<file path="src/rtl/exc_entry_pkg.sv">
`timescale 1ns/1ps
package exc_entry_pkg;
   localparam int LVL_W = 4;
   localparam int PS_W  = LVL_W + 2;

   typedef struct packed {
      logic             um;
      logic             excm;
      logic [LVL_W-1:0] lvl;
   } exc_status_t;

   typedef enum logic [2:0] {
      KIND_NONE,
      KIND_KERNEL,
      KIND_USER,
      KIND_DOUBLE,
      KIND_DEBUG
   } exc_kind_e;

   function automatic logic is_general(exc_kind_e k);
      return (k == KIND_KERNEL) || (k == KIND_USER) || (k == KIND_DOUBLE);
   endfunction
endpackage

</file>
<file path="src/rtl/exc_kind_sel.sv">
`timescale 1ns/1ps
module exc_kind_sel
   import exc_entry_pkg::*;
#(
   parameter int DEBUG_LEVEL = 4,
   parameter int EXCM_LEVEL  = 1
) (
   input  exc_status_t      st,
   input  logic             exc_req,
   input  logic             dbg_req,
   output exc_kind_e        kind,
   output logic [LVL_W-1:0] eff_lvl
);
   localparam logic [LVL_W-1:0] XLVL = LVL_W'(EXCM_LEVEL);
   localparam logic [LVL_W-1:0] DLVL = LVL_W'(DEBUG_LEVEL);

   logic dbg_take;

   always_comb begin
      if (st.excm && (st.lvl < XLVL)) eff_lvl = XLVL;
      else                            eff_lvl = st.lvl;
   end

   assign dbg_take = dbg_req && (eff_lvl < DLVL);

   always_comb begin
      kind = KIND_NONE;
      if (dbg_take)           kind = KIND_DEBUG;
      else if (exc_req) begin
         if (st.excm)         kind = KIND_DOUBLE;
         else if (st.um)      kind = KIND_USER;
         else                 kind = KIND_KERNEL;
      end
   end
endmodule

</file>
<file path="src/rtl/exc_vec_map.sv">
`timescale 1ns/1ps
module exc_vec_map
   import exc_entry_pkg::*;
#(
   parameter int              XLEN           = 32,
   parameter bit              RELOC_EN       = 1'b1,
   parameter logic [XLEN-1:0] STATIC_VECBASE = '0,
   parameter logic [XLEN-1:0] VEC_KERNEL     = '0,
   parameter logic [XLEN-1:0] VEC_USER       = '0,
   parameter logic [XLEN-1:0] VEC_DOUBLE     = '0,
   parameter logic [XLEN-1:0] VEC_DEBUG      = '0
) (
   input  exc_kind_e        kind,
   input  logic [XLEN-1:0]  vecbase,
   output logic [XLEN-1:0]  target,
   output logic             missing
);
   logic [XLEN-1:0] raw;

   always_comb begin
      unique case (kind)
         KIND_KERNEL: raw = VEC_KERNEL;
         KIND_USER:   raw = VEC_USER;
         KIND_DOUBLE: raw = VEC_DOUBLE;
         KIND_DEBUG:  raw = VEC_DEBUG;
         default:     raw = '0;
      endcase
   end

   assign missing = (kind != KIND_NONE) && (raw == '0);

   generate
      if (RELOC_EN) begin : g_reloc
         assign target = raw - STATIC_VECBASE + vecbase;
      end else begin : g_static
         assign target = raw;
      end
   endgenerate
endmodule

</file>
<file path="src/rtl/exc_save_regs.sv">
`timescale 1ns/1ps
module exc_save_regs
   import exc_entry_pkg::*;
#(
   parameter int              XLEN           = 32,
   parameter int              CAUSE_W        = 6,
   parameter int              DCAUSE_W       = 6,
   parameter int              NUM_LEVELS     = 6,
   parameter int              DEBUG_LEVEL    = 4,
   parameter bit              HAS_DEPC       = 1'b1,
   parameter logic [XLEN-1:0] STATIC_VECBASE = '0
) (
   input  logic                         clk,
   input  logic                         rst_n,
   input  exc_kind_e                    kind,
   input  logic [XLEN-1:0]              exc_pc,
   input  logic [CAUSE_W-1:0]           exc_cause,
   input  logic                         exc_vaddr_vld,
   input  logic [XLEN-1:0]              exc_vaddr,
   input  logic [DCAUSE_W-1:0]          dbg_cause,
   input  logic                         ps_wr_en,
   input  exc_status_t                  ps_wr_data,
   input  logic                         vb_wr_en,
   input  logic [XLEN-1:0]              vb_wr_data,
   output exc_status_t                  st_q,
   output logic [NUM_LEVELS*XLEN-1:0]   epc_flat,
   output logic [XLEN-1:0]              depc_q,
   output logic [(NUM_LEVELS-1)*PS_W-1:0] eps_flat,
   output logic [CAUSE_W-1:0]           cause_q,
   output logic [DCAUSE_W-1:0]          dcause_q,
   output logic [XLEN-1:0]              vaddr_q,
   output logic [XLEN-1:0]              vecbase_q
);
   localparam logic [LVL_W-1:0] DLVL = LVL_W'(DEBUG_LEVEL);

   logic        gen_entry;
   logic        dbg_entry;
   logic        lvl1_pc_wr;
   exc_status_t st_d;

   assign gen_entry  = is_general(kind);
   assign dbg_entry  = (kind == KIND_DEBUG);
   assign lvl1_pc_wr = (kind == KIND_KERNEL) || (kind == KIND_USER) ||
                       ((kind == KIND_DOUBLE) && !HAS_DEPC);

   // status word next state: entries win over direct writes
   always_comb begin
      st_d = st_q;
      if (dbg_entry) begin
         st_d.excm = 1'b1;
         st_d.lvl  = DLVL;
      end else if (gen_entry) begin
         st_d.excm = 1'b1;
      end else if (ps_wr_en) begin
         st_d = ps_wr_data;
      end
   end

   always_ff @(posedge clk or negedge rst_n) begin
      if (!rst_n) st_q <= '0;
      else        st_q <= st_d;
   end

   // saved PC per level
   generate
      for (genvar l = 1; l <= NUM_LEVELS; l++) begin : g_epc
         logic [XLEN-1:0] q;
         logic            wr;
         assign wr = ((l == 1) && lvl1_pc_wr) || ((l == DEBUG_LEVEL) && dbg_entry);
         always_ff @(posedge clk or negedge rst_n) begin
            if (!rst_n)  q <= '0;
            else if (wr) q <= exc_pc;
         end
         assign epc_flat[(l-1)*XLEN +: XLEN] = q;
      end

      // saved status per level from two upward
      for (genvar l = 2; l <= NUM_LEVELS; l++) begin : g_eps
         exc_status_t q;
         logic        wr;
         assign wr = (l == DEBUG_LEVEL) && dbg_entry;
         always_ff @(posedge clk or negedge rst_n) begin
            if (!rst_n)  q <= '0;
            else if (wr) q <= st_q;
         end
         assign eps_flat[(l-2)*PS_W +: PS_W] = q;
      end

      if (HAS_DEPC) begin : g_depc
         always_ff @(posedge clk or negedge rst_n) begin
            if (!rst_n)                         depc_q <= '0;
            else if (kind == KIND_DOUBLE)       depc_q <= exc_pc;
         end
      end else begin : g_no_depc
         assign depc_q = '0;
      end
   endgenerate

   always_ff @(posedge clk or negedge rst_n) begin
      if (!rst_n) begin
         cause_q   <= '0;
         dcause_q  <= '0;
         vaddr_q   <= '0;
         vecbase_q <= STATIC_VECBASE;
      end else begin
         if (gen_entry)                  cause_q  <= exc_cause;
         if (dbg_entry)                  dcause_q <= dbg_cause;
         if (gen_entry && exc_vaddr_vld) vaddr_q  <= exc_vaddr;
         if (vb_wr_en)                   vecbase_q <= vb_wr_data;
      end
   end
endmodule

</file>
<file path="src/rtl/exc_entry_seq.sv">
`timescale 1ns/1ps
module exc_entry_seq
   import exc_entry_pkg::*;
#(
   parameter int              XLEN           = 32,
   parameter int              CAUSE_W        = 6,
   parameter int              DCAUSE_W       = 6,
   parameter int              NUM_LEVELS     = 6,
   parameter int              DEBUG_LEVEL    = 4,
   parameter int              EXCM_LEVEL     = 1,
   parameter bit              HAS_DEPC       = 1'b1,
   parameter bit              RELOC_EN       = 1'b1,
   parameter logic [XLEN-1:0] STATIC_VECBASE = 32'h4000_0000,
   parameter logic [XLEN-1:0] VEC_KERNEL     = 32'h4000_0300,
   parameter logic [XLEN-1:0] VEC_USER       = 32'h4000_0340,
   parameter logic [XLEN-1:0] VEC_DOUBLE     = 32'h4000_03C0,
   parameter logic [XLEN-1:0] VEC_DEBUG      = 32'h4000_0280
) (
   input  logic                                clk,
   input  logic                                rst_n,
   input  logic                                exc_req,
   input  logic [CAUSE_W-1:0]                  exc_cause,
   input  logic [XLEN-1:0]                     exc_pc,
   input  logic                                exc_vaddr_vld,
   input  logic [XLEN-1:0]                     exc_vaddr,
   input  logic                                dbg_req,
   input  logic [DCAUSE_W-1:0]                 dbg_cause,
   input  logic                                ps_wr_en,
   input  logic [LVL_W+1:0]                    ps_wr_data,
   input  logic                                vb_wr_en,
   input  logic [XLEN-1:0]                     vb_wr_data,
   output logic                                redirect,
   output logic [XLEN-1:0]                     redirect_pc,
   output logic                                bad_vector,
   output logic                                status_um,
   output logic                                status_excm,
   output logic [LVL_W-1:0]                    status_lvl,
   output logic [NUM_LEVELS*XLEN-1:0]          epc_flat,
   output logic [XLEN-1:0]                     depc_q,
   output logic [(NUM_LEVELS-1)*(LVL_W+2)-1:0] eps_flat,
   output logic [CAUSE_W-1:0]                  cause_q,
   output logic [DCAUSE_W-1:0]                 dcause_q,
   output logic [XLEN-1:0]                     vaddr_q,
   output logic [XLEN-1:0]                     vecbase_q
);
   localparam int MAX_LVL = (1 << LVL_W) - 1;

   // elaboration-time parameter checks
   generate
      if (NUM_LEVELS < 2 || NUM_LEVELS > MAX_LVL) begin : g_chk_levels
         $error("exc_entry_seq: NUM_LEVELS out of range");
      end
      if (DEBUG_LEVEL < 2 || DEBUG_LEVEL > NUM_LEVELS) begin : g_chk_dbg
         $error("exc_entry_seq: DEBUG_LEVEL must lie in 2..NUM_LEVELS");
      end
      if (EXCM_LEVEL < 1 || EXCM_LEVEL > NUM_LEVELS) begin : g_chk_excm
         $error("exc_entry_seq: EXCM_LEVEL must lie in 1..NUM_LEVELS");
      end
      if (XLEN < 8 || CAUSE_W < 1 || DCAUSE_W < 1) begin : g_chk_width
         $error("exc_entry_seq: width parameters too small");
      end
   endgenerate

   exc_status_t      st;
   exc_kind_e        kind;
   logic [LVL_W-1:0] eff_lvl;
   logic [XLEN-1:0]  target;
   logic             missing;
   logic             go;

   exc_kind_sel #(
      .DEBUG_LEVEL (DEBUG_LEVEL),
      .EXCM_LEVEL  (EXCM_LEVEL)
   ) u_kind (
      .st      (st),
      .exc_req (exc_req),
      .dbg_req (dbg_req),
      .kind    (kind),
      .eff_lvl (eff_lvl)
   );

   exc_vec_map #(
      .XLEN           (XLEN),
      .RELOC_EN       (RELOC_EN),
      .STATIC_VECBASE (STATIC_VECBASE),
      .VEC_KERNEL     (VEC_KERNEL),
      .VEC_USER       (VEC_USER),
      .VEC_DOUBLE     (VEC_DOUBLE),
      .VEC_DEBUG      (VEC_DEBUG)
   ) u_map (
      .kind    (kind),
      .vecbase (vecbase_q),
      .target  (target),
      .missing (missing)
   );

   exc_save_regs #(
      .XLEN           (XLEN),
      .CAUSE_W        (CAUSE_W),
      .DCAUSE_W       (DCAUSE_W),
      .NUM_LEVELS     (NUM_LEVELS),
      .DEBUG_LEVEL    (DEBUG_LEVEL),
      .HAS_DEPC       (HAS_DEPC),
      .STATIC_VECBASE (STATIC_VECBASE)
   ) u_regs (
      .clk           (clk),
      .rst_n         (rst_n),
      .kind          (kind),
      .exc_pc        (exc_pc),
      .exc_cause     (exc_cause),
      .exc_vaddr_vld (exc_vaddr_vld),
      .exc_vaddr     (exc_vaddr),
      .dbg_cause     (dbg_cause),
      .ps_wr_en      (ps_wr_en),
      .ps_wr_data    (exc_status_t'(ps_wr_data)),
      .vb_wr_en      (vb_wr_en),
      .vb_wr_data    (vb_wr_data),
      .st_q          (st),
      .epc_flat      (epc_flat),
      .depc_q        (depc_q),
      .eps_flat      (eps_flat),
      .cause_q       (cause_q),
      .dcause_q      (dcause_q),
      .vaddr_q       (vaddr_q),
      .vecbase_q     (vecbase_q)
   );

   assign go = (kind != KIND_NONE) && !missing;

   always_ff @(posedge clk or negedge rst_n) begin
      if (!rst_n) begin
         redirect    <= 1'b0;
         redirect_pc <= '0;
         bad_vector  <= 1'b0;
      end else begin
         redirect    <= go;
         redirect_pc <= go ? target : '0;
         bad_vector  <= (kind != KIND_NONE) && missing;
      end
   end

   assign status_um   = st.um;
   assign status_excm = st.excm;
   assign status_lvl  = st.lvl;
endmodule

</file>
<file path="config.mk">
export PLATFORM = sky130hd
export DESIGN_NAME = exc_entry_seq
export DESIGN_NICKNAME = d
export VERILOG_FILES = /design/src/rtl/exc_entry_pkg.sv /design/src/rtl/exc_kind_sel.sv /design/src/rtl/exc_vec_map.sv /design/src/rtl/exc_save_regs.sv /design/src/rtl/exc_entry_seq.sv
export SDC_FILE = /design/constraint.sdc
export NUM_CORES = 1
export LEC_CHECK = 0
export ABC_CLOCK_PERIOD_IN_PS = 3900
export CAP_MARGIN = 20
export CORE_AREA = 2 2 191 193
export CTS_BUF_LIST = sky130_fd_sc_hd__clkbuf_4
export DETAILED_ROUTE_END_ITERATION = 8
export DIE_AREA = 0 0 193 195
export GPL_TIMING_DRIVEN = 0
export PLACE_DENSITY = 0.68
export SKIP_CTS_REPAIR_TIMING = 1
export SYNTH_ARGS = -nofsm -noshare
export SYNTH_HDL_FRONTEND = slang
export SYNTH_SLANG_ARGS = --single-unit
</file>
<file path="constraint.sdc">
create_clock -name clk -period 3.9 [get_ports clk]
set_input_delay 0.39 -clock clk [delete_from_list [all_inputs] [get_ports clk]]
set_output_delay 0.39 -clock clk [all_outputs]
set_load 0.01 [all_outputs]
</file>
-- Word-level counts from Yosys, hierarchy flattened
Cells that the tools add are included.
- input bits: 121
- flip-flop bits (word level): 218
- output and inout bits: 370
- word-level logic and storage cells: 53
- muxes and demuxes: 11
- reductions and logical operators: 15
- $lt $le $gt $ge: 2
- $add $sub $neg: 2
- bitwise gates (word level): 2
- equality and inequality tests: 5
- operators with widths (kind ; count):
    $pmux 31 s4 ; 1
    $add 32x32->32 ; 1
    $logic_not 32->1 ; 1
    $mux 32 ; 1
    $sub 31x31->32 const B ; 1
    $mux 5 ; 2
    $mux 3 ; 3
    $mux 4 ; 2
    $eq 3x2->1 const B ; 2
    $logic_and 1x1->1 ; 6
    $reduce_bool 3->1 ; 2
    $lt 4x1->1 const B ; 1
    $lt 4x3->1 const B ; 1
    $eq 3x1->1 const B ; 1
    $eq 3x3->1 const B ; 1
    $reduce_and 3->1 ; 1
    $logic_or 1x1->1 ; 2
    $mux 2 ; 1
    $ne 2x2->1 const B ; 1
    $not 1->1 ; 2
    $reduce_and 2->1 ; 1
    $reduce_bool 2->1 ; 1
    $logic_not 1->1 ; 1
    $mux 1 ; 1

-- Depth between registers and ports, before layout
- word-level depth: 13
- depth in mapped cells: 16
- mapped depth without buffers: 15

-- Cells and area by module
A second synthesis with hierarchy kept.
- cell total of the unflattened synthesis: 752
- area, all modules: 10166.0 µm²
- modules (own cells, without submodules) (module ; instances ; cells an instance ; sequential area each (µm²) ; area each (µm²)):
    exc_save_regs ; 1 ; 565 ; 4605.7 ; 8179.1
    exc_entry_seq ; 1 ; 76 ; 850.8 ; 1172.4
    exc_vec_map ; 1 ; 100 ; 0.0 ; 740.7
    exc_kind_sel ; 1 ; 11 ; 0.0 ; 73.8

-- Worst setup path after synthesis
OpenSTA, ideal clock, no wires.
- path kind: reg-to-reg
- from: register u_regs.st_q[3] (netlist bit)
- to: register redirect_pc[25]
- stages on the path, launching flop included: 17
- path buffers: 1
- arrival time: 3.020 ns
- period minus slack after synthesis: 3.152 ns
- library setup time: 0.132 ns
- path slack: 0.748 ns
- path through: dfrtp_1 > nor2_1 > nand2_2 > nand2_4 > inv_4 > nand2_2 > buf_4 > nand2_1 > ha_1 > ha_1 > inv_1 > fa_1 > nor2b_1 > o21ai_2 > a2111oi_2 > xnor2_1 > nor2_1
- word-level cells in the longest chain between the ends: 13
- RTL lines (element ; line ; RTL):
    from (decl) ; exc_save_regs.sv:25 ; output exc_status_t st_q,
    from (signal assigned) ; exc_save_regs.sv:61 ; else st_q <= st_d;
    $lt 4x1->1 ; exc_kind_sel.sv:20 ; if (st.excm && (st.lvl < XLVL)) eff_lvl = XLVL;
    $logic_and 1x1->1 ; exc_kind_sel.sv:20 ;
    $mux 4 * ; exc_kind_sel.sv:20 ;
    $lt 4x3->1 * ; exc_kind_sel.sv:24 ; assign dbg_take = dbg_req && (eff_lvl < DLVL);
    $logic_and 1x1->1 * ; exc_kind_sel.sv:24 ;
    $mux 3 * ; exc_kind_sel.sv:28 ; if (dbg_take) kind = KIND_DEBUG;
    parallel branches: the longest is 6 deep, another holds $sub 31x31->32 ; n/a ;
    $mux 32 * ; exc_entry_seq.sv:137 ; redirect_pc <= go ? target : '0;
    to (signal assigned) ; exc_entry_seq.sv:137 ;
    to (decl) ; exc_entry_seq.sv:33 ; output logic [XLEN-1:0] redirect_pc,
Mark *: on every way between the ends.
A chain may end at the register's enable or synchronous reset.

-- Worst setup path after layout
Same ends and word-level chain as after synthesis.

==> qor_table.md <==
| Result | This run | Unit |
| --- | --- | --- |
| Status | finished, final reports clean | - |
| Peak supply drop | 0.281 | mV |
| Predominant post-synthesis flop cell | sky130_fd_sc_hd__dfrtp_1 | - |
| Overall die area | 0.0376 | sq mm |
| Routed via count divided by cell count | 3.94 | - |
| Overflow after GRT | 0 | - |
| Hold crit path type | input pin to flip-flop | - |
| Proportion of layout cells with a drive suffix above 1 | 28.9 | % |
| Total of endpoints with negative setup slack in the final report | 0 | - |
| Effective utilization at floorplan | 27.5 | % |
| Non-Filler Instances | 1877 | - |
| Capturing element type of the critical path | flip-flop | - |
| Placed cell areas | 0.0143 | sq mm |
| Post-route antenna net violation count | 0 | - |
| Maximum number of pins on one net before global-route repair | 116 | - |
| Count of placed standard cells including taps | 1774 | - |
| Max Clk Rate | 0.277 | GHz |
| Worst hold-check slack | 0.172 | ns |
| Detailed placer's ending HPWL | 20900 | microns |
| Worst Path Max Fanout | 10 | - |
| Post-Route WL | 27500 | microns |
| Final Max Slew Viols | 0 | - |
| Power density of the placed cells | 506 | mW/mm^2 |
| Fraction of the yosys area taken by sequential cells | 56.0 | % |
| All-Layer GR Usage | 14.4 | % |
| Total of flip-flops plus latches after synthesis | 218 | - |
| Largest cells by area after synthesis | sky130_fd_sc_hd__dfrtp_1 56%, sky130_fd_sc_hd__mux2_2 14%, sky130_fd_sc_hd__buf_4 12%, sky130_fd_sc_hd__nand2_1 6.2%, sky130_fd_sc_hd__xnor2_1 1.5% | - |
| Clock Tree Buf Depth | 3 | - |
| Standard-cell row count | 69 | - |
| Most used cell, CP | sky130_fd_sc_hd__ha_1 | - |
| Clock slew seen by the registers of the worst setup and hold paths | 0.07 | ns |
| Antenna violations before repair | 3 | - |
| RSZ-0062 raised after global routing | no | - |
| Number of DRC violations after detailed-routing iteration 0 | 193 | - |
| CORE AREA | 0.0354 | sq mm |
| Number of different library cells in the post-synthesis netlist | 50 | - |
| Die extent in x | 193 | microns |
| Slowest library cell on the worst path | sky130_fd_sc_hd__dfrtp_1 | - |
| Critical Path Max Stage Delay | 0.42 | ns |
| Top-Level Pins | 491 | - |
| Leakage power of the design | 7.12 | nW |
| Number of global-route vias before repair | 7569 | - |
| Setup Total Neg Slack | 0 | ns |
| Dominant cell by count in the synthesized netlist | sky130_fd_sc_hd__dfrtp_1 | - |
| Worst Max-Slew Pin Slew | 0.837 | ns |
| Number of buffers created by CTS | 58 | - |
| Endpoint arrival time on the critical path | 4.20 | ns |
| Setup Skew | 0.0519 | ns |
| Syn Std Cell Area | 0.00974 | sq mm |
| Max Cap Violations | 0 | - |
| Number of flops mapped to enable cells by yosys | 0 | - |
| Headroom to the max-slew limit | 44.2 | % |
| Number of warnings printed during yosys synthesis | 0 | - |
| Async SR Flop Fraction | 100 | % |
| Number of hold violations in the final report | 0 | - |
| Number of remaining DRC errors | 0 | - |
| Synthesized instance count | 823 | - |
| # nets final | 1505 | - |
| # clock sinks | 218 | - |
| Top cell type by total area after synthesis | sky130_fd_sc_hd__dfrtp_1 | - |
| Buffer type at the clock tree root | sky130_fd_sc_hd__clkbuf_4 | - |
| First-pass GRT wire length | 41900 | microns |
| Most instantiated cells after synthesis | 217 x sky130_fd_sc_hd__dfrtp_1, 160 x sky130_fd_sc_hd__nand2_1, 155 x sky130_fd_sc_hd__buf_4, 125 x sky130_fd_sc_hd__mux2_2, 27 x sky130_fd_sc_hd__nor2_1 | - |
| Chip height | 195 | microns |
| Input/output buffers | 337 | - |
| Routed length per instance | 14.7 | microns |
| Weighted congestion reported at the end of routability-driven placement | 0.779 | - |
| Level count of the clock H-tree | 2 | - |
| Critical path type | flip-flop to flip-flop | - |
| First-pass iteration count of the detailed router | 4 | - |
| Number of vias in the routed layout | 7387 | - |
| Pwr Total | 7.62 | mW |
| Portion of synthesized cell area occupied by the leading cell type | 55.8 | % |
| TritonCTS clock tree | done | - |
| Clock insertion delay at the later pin of the skew report | 0.74 | ns |
| Layout area overhead | 54.5 | % |
| Average footprint of a synthesized cell | 11.8 | sq um |
| Critical path, cell by cell | nor2_2 -> nand2_4 -> nand2_8 -> inv_4 -> nand2_2 -> buf_6 -> nand2_1 -> ha_1 -> ha_1 -> inv_1 -> fa_1 -> nor2b_2 -> o21ai_4 -> a2111oi_2 -> xnor2_1 -> nor2_1 | - |
| Portion of the clock cycle consumed by the worst path in the final layout | 92.4 | % |
| Cell area after layout | 0.0150 | sq mm |
| Kind of start point of the critical path | flip-flop | - |
| Required @ worst endpoint | 4.50 | ns |
| Period minus WS final | 3.60 | ns |
-- metal layers --
metal | global-route usage [%] | vias to the layer above | routed length (microns)
li1 | - | 3536 | -
met1 | 16.0 | 3490 | 10300
met2 | 24.9 | 307 | 13900
met3 | 5.19 | 54 | 2570
met4 | 5.92 | 0 | 772
met5 | 0 | - | 0
-- logic make-up (layout without fill, tap and decap cells) --
| group | after synthesis | in the layout | synth area share, % |
|---|---|---|---|
| and+or+nand+nor | 232 | 232 | 10.4 |
| other | 1 | 155 | 0.0385 |
| DFF | 218 | 218 | 56.0 |
| xor gates and xnor gates | 18 | 18 | 1.62 |
| adders and majority gates | 10 | 10 | 1.36 |
| buffers and inverters | 188 | 627 | 13.5 |
| muxes | 130 | 130 | 15.0 |
| AOI/OAI and AO/OA | 26 | 26 | 2.07 |
-- through the flow --
step / worst slack, ns / utilization [%]
6_report: 0.296 / 42.5
5_1_grt: 0.0426 / 42.5
4_1_cts: -0.0523 / 42.4
3_5_place_dp: -0.361 / 40.4
3_3_place_gp: -7.16 / 40.3
2_1_floorplan: 0.748 / -
-- worst max-delay path, delay by kind of cell, from the launching register on --
| kind | cells | cell delay [ns] |
|---|---|---|
| DFF | 1 | 0.42 |
| buffers and inverters | 3 | 0.37 |
| AOI/OAI and AO/OA | 2 | 0.57 |
| xor gates and xnor gates | 1 | 0.16 |
| and+or+nand+nor | 7 | 1.00 |
| adders and majority gates | 3 | 0.92 |
-- cell type report --
class                      instances  area (sq um)
antenna                            2          5.00
buffer                           178          1280
clock buffer                      85           638
clock inverter                    15          62.6
fill                            3411         20400
inverter                          10          40.0
multi-input combinational        569          3570
sequential                       218          5460
tap                              461           577
timing repair buffer             339          3420
-- path summary, 6_finish.rpt --
path / startpoint / to / slack [ns] / cells after the start
worst max-delay path: u_regs.st_q[3] / redirect_pc[25] / 0.30 / 16
worst min-delay path: exc_cause[3] / u_regs.cause_q[3] / 0.17 / 3
worst max register to register: u_regs.st_q[3] / redirect_pc[25] / 0.30 / 16
worst min register to register: u_regs.cause_q[5] / u_regs.cause_q[5] / 0.48 / 2
max in group asynchronous: rst_n / u_regs.cause_q[5] / 2.51 / 3
min in group asynchronous: rst_n / u_regs.vecbase_q[18] / 0.27 / 2
-- placed cells by master (no fill, tap or decap), drive strengths merged, types with 2 or more instances in the layout --
cell type	count
a2111oi	2
a211oi	6
a21o	2
a21oi	6
a31o	2
and2	8
and3	3
buf	170
clkbuf	95
clkdlybuf4s50	336
clkinv	14
conb	153
dfrtp	217
diode	2
ha	9
inv	11
mux2	126
mux2i	4
nand2	165
nand3	5
nand4	3
nor2	29
nor2b	5
nor3	5
nor4	3
o21ai	7
xnor2	17
-- flip-flops by register name, indices dropped and copies added, names as in the netlist --
name              flops
u_regs.st_q           6
redirect_pc          32
u_regs.depc_q        32
redirect              1
u_regs.dcause_q       6
u_regs.vecbase_q     32
u_regs.eps_flat       6
u_regs.g_epc.q       64
u_regs.vaddr_q       32
bad_vector            1
u_regs.cause_q        6
-- where the power goes --
group          leakage [nW]  internal [mW]  switching (mW)  total, mW
clock network         0.429          0.992           0.942       1.93
registers              2.63           2.80           0.297       3.10
logic                  4.07           1.50            1.09       2.59
total                  7.12           5.29            2.33       7.62
Note: power is estimated with default switching activity, not from simulation.
